==> src/rtl/adc2w_reader.sv <==
module adc2w_reader #(
  parameter int SAMPLE_W     = 18,
  parameter int FRAME_PULSES = 24,
  parameter int DIV_W        = 8,
  parameter int MIN_DIV      = 2
) (
  input  logic                       clk,
  input  logic                       rst_n,
  input  logic                       start,
  input  logic [1:0]                 mode,
  input  logic [DIV_W-1:0]           div,
  input  logic                       rdy_dout,
  output logic                       sclk,
  output logic signed [SAMPLE_W-1:0] sample,
  output logic                       sample_valid,
  output logic                       busy
);

  localparam int CNT_W = $clog2(FRAME_PULSES + 3);

  typedef enum logic [1:0] {S_IDLE, S_WAIT, S_RUN} state_t;

  state_t                  state;
  logic [1:0]              sync;
  logic                    stale;
  logic [1:0]              mode_q;
  logic [DIV_W-1:0]        half_q;
  logic [DIV_W-1:0]        hc;
  logic [CNT_W-1:0]        pc;
  logic [FRAME_PULSES-1:0] shreg;

  wire                    line_s   = sync[1];
  wire [DIV_W-1:0]        div_eff  = (div < DIV_W'(MIN_DIV)) ? DIV_W'(MIN_DIV) : div;
  wire [CNT_W-1:0]        last_pc  = (mode_q == 2'b01) ? CNT_W'(FRAME_PULSES + 1) :
                                     (mode_q == 2'b10) ? CNT_W'(FRAME_PULSES + 2) :
                                                         CNT_W'(FRAME_PULSES);
  wire                    tick     = (state == S_RUN) && (hc == half_q);
  wire                    rise     = tick && !sclk;
  wire                    fall     = tick && sclk;
  wire [FRAME_PULSES-1:0] sh_next  = {shreg[FRAME_PULSES-2:0], line_s};

  assign busy = (state == S_RUN);

  always_ff @(posedge clk or negedge rst_n) begin
    if (!rst_n) sync <= 2'b11;
    else        sync <= {sync[0], rdy_dout};
  end

  always_ff @(posedge clk or negedge rst_n) begin
    if (!rst_n) begin
      state        <= S_IDLE;
      stale        <= 1'b0;
      mode_q       <= 2'b00;
      half_q       <= DIV_W'(MIN_DIV);
      hc           <= '0;
      pc           <= '0;
      shreg        <= '0;
      sclk         <= 1'b0;
      sample       <= '0;
      sample_valid <= 1'b0;
    end else begin
      sample_valid <= 1'b0;
      if (state != S_RUN && line_s) stale <= 1'b0;
      case (state)
        S_IDLE: if (start) begin
          mode_q <= mode;
          half_q <= div_eff;
          state  <= S_WAIT;
        end
        S_WAIT: if (!line_s && !stale) begin
          state <= S_RUN;
          hc    <= '0;
          pc    <= '0;
          sclk  <= 1'b0;
        end
        S_RUN: begin
          hc <= tick ? '0 : hc + 1'b1;
          if (rise) begin
            sclk <= 1'b1;
            pc   <= pc + 1'b1;
          end
          if (fall) begin
            sclk <= 1'b0;
            if (pc <= CNT_W'(FRAME_PULSES)) shreg <= sh_next;
            if (pc == CNT_W'(FRAME_PULSES)) begin
              sample       <= sh_next[FRAME_PULSES-1 -: SAMPLE_W];
              sample_valid <= 1'b1;
            end
            if (pc == last_pc) begin
              state <= S_IDLE;
              stale <= 1'b1;
            end
          end
        end
        default: state <= S_IDLE;
      endcase
    end
  end

endmodule


==> config.mk <==
export PLATFORM = sky130hd
export DESIGN_NAME = adc2w_reader
export DESIGN_NICKNAME = d
export VERILOG_FILES = /design/src/rtl/adc2w_reader.sv
export SDC_FILE = /design/constraint.sdc
export NUM_CORES = 1
export LEC_CHECK = 0
export ABC_AREA = 1
export BUFFER_PORTS_ARGS = -buffer_cell sky130_fd_sc_hd__buf_2
export CELL_PAD_IN_SITES_DETAIL_PLACEMENT = 1
export CELL_PAD_IN_SITES_GLOBAL_PLACEMENT = 1
export CORE_MARGIN = 2
export CORE_UTILIZATION = 44
export CTS_CLUSTER_SIZE = 16
export DETAILED_ROUTE_END_ITERATION = 12
export MAX_ROUTING_LAYER = met4
export PLACE_DENSITY_LB_ADDON = 0.1
export RECOVER_POWER = 25
export SLEW_MARGIN = 10
export SYNTH_ARGS = -nofsm -noshare
export SYNTH_HDL_FRONTEND = slang
export SYNTH_SLANG_ARGS = --single-unit
==> constraint.sdc <==
create_clock -name clk -period 2.3 [get_ports clk]
set_input_delay 0.345 -clock clk [delete_from_list [all_inputs] [get_ports clk]]
set_output_delay 0.345 -clock clk [all_outputs]
set_load 0.02 [all_outputs]
==> summary.txt <==
CLOCKING
--------------------------------------------------------------------------------
Clock tree from TritonCTS                                                   done
Clk Tree Root Cell                                                  sky130_fd_sc_hd__clkbuf_8
Maximum clock insertion buffer count                                           2
Post-CTS sizing                                                                0
Clock transition at the registers of the reported paths                  0.07 ns
Inserted Clock Buffers                                                         9
Deepest level of the CTS H-tree                                                3
Post CTS Setup Buffer Count                                                    0
TritonCTS sink count                                                          71
Number of hold-repair buffers added at the cts stage                           0
Clock latency at the later pin of the worst-skew pair                    0.35 ns

CRITICAL PATH
--------------------------------------------------------------------------------
Startpoint type of the worst setup path                                     flop
Sum of buffers and inverters on the critical path                              2
FF-to-FF setup slack                                                     0.23 ns
Crit-path leading delay family                                      simple AND/OR/NAND/NOR gates
Endpoint of the worst-slack reg-to-reg timing path                  sample[11]$_DFFE_PN0P_
Crit end category                                                           flop
Critical path's slowest cell                                        sky130_fd_sc_hd__dfrtp_1
Cells on worst reg2reg path                                                   10
Launching point of the worst reg2reg path                           state[0]$_DFFE_PN0P_
Category of the critical setup timing path                          flop to flop
Crit path DAT                                                            2.30 ns
CP required                                                              2.53 ns
Critical-path maximum fanout                                                  36
Slowest stage delay, CP                                                  0.41 ns
CP cell instances                                                   inv_1 > ha_1 > inv_2 > a21oi_2 > nand3_2 > nor2_4 > nand3_4 > nor2_8 > nand2_1 > o21a_1

DETAILED ROUTING
--------------------------------------------------------------------------------
Detailed-route via count                                                    2559
Detailed-route wire length per cell                                     13.40 um
Final WL                                                                6.875 mm
Detailed router's first-iteration violation count                             77
First-pass detailed-route iteration total                                      4
Drc violations                                                                 0
Vias per inst                                                              4.988
Number of routed nets with antenna violations                                  0

SYNTH
--------------------------------------------------------------------------------
Multiplexer fraction of the synthesized cell area                             0%
Sequential cell area fraction in the yosys report                         53.86%
Predominant post-synthesis flop cell                                sky130_fd_sc_hd__dfrtp_1
Number of synthesized flops with an enable pin                                 0
Post-synthesis sequential element count                                       71
Area fraction in compound gates after synthesis                           12.94%
Fraction of synthesized cell area in xor and xnor cells                   1.325%
Number of nets in the synthesized netlist                                    391
Synthesized cell area                                                  3306 um^2
Syn_area_per_cell                                                     8.958 um^2
Number of cells produced by synthesis                                        369
Area fraction in and, or, nand and nor cells after synthesis              20.59%
Yosys warning total                                                            0
FFs w/ async S/R, synth                                                   100.0%
Adder and majority cell fraction of the synthesized area                  3.028%
Largest family of logic cells by synthesized area                   simple AND/OR/NAND/NOR gates
Distinct cell type count of the synthesized netlist                           34

GLOBAL ROUTE
--------------------------------------------------------------------------------
Number of antenna violations at the first check in global routing              0
Global Route Usage Sum                                                    19.34%
Pin count of the biggest net entering global routing                          72
Via count of the first global-routing pass                                  2734
Global-route wire length before repair                                  12.32 mm
Global route overflow                                                          0

WORST HOLD PATH
--------------------------------------------------------------------------------
WHS Endpoint                                                        sync[0]$_DFF_PN1_
Start point of the worst min-delay path                                 rdy_dout
Tightest Hold Check Type                                            input port to flop
Hold Path Depth                                                                1

FLOORPLAN
--------------------------------------------------------------------------------
Die X                                                                   90.68 um
Die boundary height                                                     90.68 um
Total I/O pin count                                                           35
Std cell rows                                                                 31
Placeable Area                                                         7253 um^2
Initial core utilization                                                  45.58%
Area of the die                                                        8222 um^2

RUN
--------------------------------------------------------------------------------
Maximum capacitance violations                                                 1

POWER
--------------------------------------------------------------------------------
Internal power summed over all cells                                    2.518 mW
Clk pwr share                                                              29.4%
Reported leakage power                                                  1.928 nW
Power density over the cells                                        1030 nW/um^2
Sequential group share of total power                                      43.4%
Peak VDD IR                                                             493.8 uV
Proportion of total power due to net switching                            35.82%
Comb power frac                                                            27.2%
Switch Pwr                                                              1.406 mW

TIMING
--------------------------------------------------------------------------------
Worst slew slack as a fraction of its limit                              -18.33%
RSZ-0062 raised after global routing                                          no
Setup Viol. Count Final                                                        0
Pins Over Slew Limit                                                          72
Setup TNS Final                                                             0 ns
Minimum clock period after layout                                       2.070 ns
Hold violation total from the final report                                     0
Worst Tran Pin Value                                                    1.775 ns
Fin worst setup slack                                                  0.2296 ns
Period Utilization, post-route                                            90.02%
Fmax                                                                   483.0 MHz
Worst Clk Skew                                                        0.01370 ns

FINISH
--------------------------------------------------------------------------------
Fraction of final layout cells sized beyond drive strength 1              17.39%
Final net count                                                              431
Most common library cell in the layout ignoring fill and taps       sky130_fd_sc_hd__nand2_1
Number of diodes added for antenna fixing                                      0
Most used cells in the layout excluding fill and tap cells          sky130_fd_sc_hd__nand2_1, sky130_fd_sc_hd__dfrtp_1, sky130_fd_sc_hd__inv_1
Area delta synth->final                                                   15.29%

PLACEMENT
--------------------------------------------------------------------------------
Routability-driven placement congestion ratio                             0.8631
Setup slack after placement                                            0.2057 ns
Port buffer count                                                             34
Post-DP HPWL                                                            4.845 mm

RUN STATUS
--------------------------------------------------------------------------------
Failing checks                                                      capacitance limit, slew limit
Result of the run                                                   finished with violations

[Yosys cell counts (2+ instances only)]
| master | instances | area share [%] |
|---|---|---|
| sky130_fd_sc_hd__buf_2 | 5 | 0.76 |
| sky130_fd_sc_hd__nand3_4 | 2 | 1.1 |
| sky130_fd_sc_hd__or2_2 | 2 | 0.38 |
| sky130_fd_sc_hd__xor2_1 | 4 | 1.1 |
| sky130_fd_sc_hd__nand4_1 | 7 | 1.3 |
| sky130_fd_sc_hd__inv_1 | 52 | 5.9 |
| sky130_fd_sc_hd__nand2_1 | 78 | 8.9 |
| sky130_fd_sc_hd__a21oi_1 | 29 | 4.4 |
| sky130_fd_sc_hd__clkbuf_1 | 2 | 0.23 |
| sky130_fd_sc_hd__nand3_1 | 15 | 2.3 |
| sky130_fd_sc_hd__nand2_2 | 2 | 0.38 |
| sky130_fd_sc_hd__o22ai_1 | 3 | 0.57 |
| sky130_fd_sc_hd__nor2_1 | 31 | 3.5 |
| sky130_fd_sc_hd__dfstp_2 | 3 | 2.4 |
| sky130_fd_sc_hd__o21a_1 | 18 | 4.1 |
| sky130_fd_sc_hd__inv_2 | 2 | 0.23 |
| sky130_fd_sc_hd__ha_1 | 8 | 3.0 |
| sky130_fd_sc_hd__dfrtp_1 | 68 | 51 |
| sky130_fd_sc_hd__buf_6 | 3 | 1.0 |
| sky130_fd_sc_hd__o21ai_0 | 20 | 3.0 |
| sky130_fd_sc_hd__nor4_1 | 2 | 0.38 |
[routing by layer]
metal / vias up / part of all wire, % / wire, um / track usage (%)
met5: - / 0 / 0 / -
li1: 1256 / - / - / -
met3: 13 / 2.6 / 176 / 3.172
met2: 33 / 49 / 3348 / 31.22
met4: 0 / 2.3 / 157 / 10.00
met1: 1257 / 46 / 3193 / 23.46
[area by class of cell]
| cell class | count | area (um^2) |
|---|---|---|
| fillers | 903 | 3442 |
| clock buffers | 10 | 137.6 |
| well taps | 99 | 123.9 |
| repair buffers | 39 | 217.7 |
| multi-input cells | 233 | 1252 |
| clock inverters | 6 | 92.59 |
| flip-flops and latches | 71 | 1780 |
| inverters | 55 | 206.4 |
[power by group through the flow]
stage | clock, mW | combinational (mW) | sequential [mW]
3_5_place_dp | 0 | 1.08 | 1.73
4_1_cts | 1.18 | 1.09 | 1.71
5_1_grt | 1.22 | 1.27 | 1.74
2_1_floorplan | 0 | 0.783 | 1.69
6_report | 1.15 | 1.07 | 1.70
3_3_place_gp | 0 | 1.05 | 1.72
[how the worst max path moves through the flow]
stage | startpoint | to | slack, ns | cells past startpoint
2_1_floorplan | state[0]$_DFFE_PN0P_ | sample[1]$_DFFE_PN0P_ | 0.30 | 11
3_3_place_gp | state[0]$_DFFE_PN0P_ | sample[5]$_DFFE_PN0P_ | 0.34 | 10
3_5_place_dp | state[0]$_DFFE_PN0P_ | sample[13]$_DFFE_PN0P_ | 0.21 | 10
4_1_cts | state[0]$_DFFE_PN0P_ | sample[11]$_DFFE_PN0P_ | 0.19 | 10
5_1_grt | state[0]$_DFFE_PN0P_ | sample[13]$_DFFE_PN0P_ | 0.01 | 10
6_report | state[0]$_DFFE_PN0P_ | sample[11]$_DFFE_PN0P_ | 0.23 | 10
[state kept, by name (all words and copies together), names as in the netlist]
name / count
stale: 1
shreg: 23
sample: 18
half_q: 8
sync: 2
pc: 5
mode_q: 2
hc: 8
sclk: 1
sample_valid: 1
state: 2
[cells by family after synthesis]
kind of cell / Yosys count
compound gates: 74
flops: 71
simple gates: 146
xor+xnor: 5
fa+ha+maj: 8
buf+inv: 65
[stage by stage]
stage / power, mW / instance area (um^2) / cells / util (%) / hold slack (ns)
floorplan: 2.470 / 3306 / 369 / - / 0.04941
global placement: 2.766 / 3596 / 497 / 49.58 / 0.3460
detailed placement: 2.811 / 3596 / 497 / 49.58 / 0.3510
CTS: 3.984 / 3826 / 513 / 52.75 / 0.01502
global route: 4.230 / 3811 / 513 / 52.54 / 0.08066
finish: 3.924 / 3811 / 513 / 52.54 / 0.09257
Power figures use the tool's default switching activity.
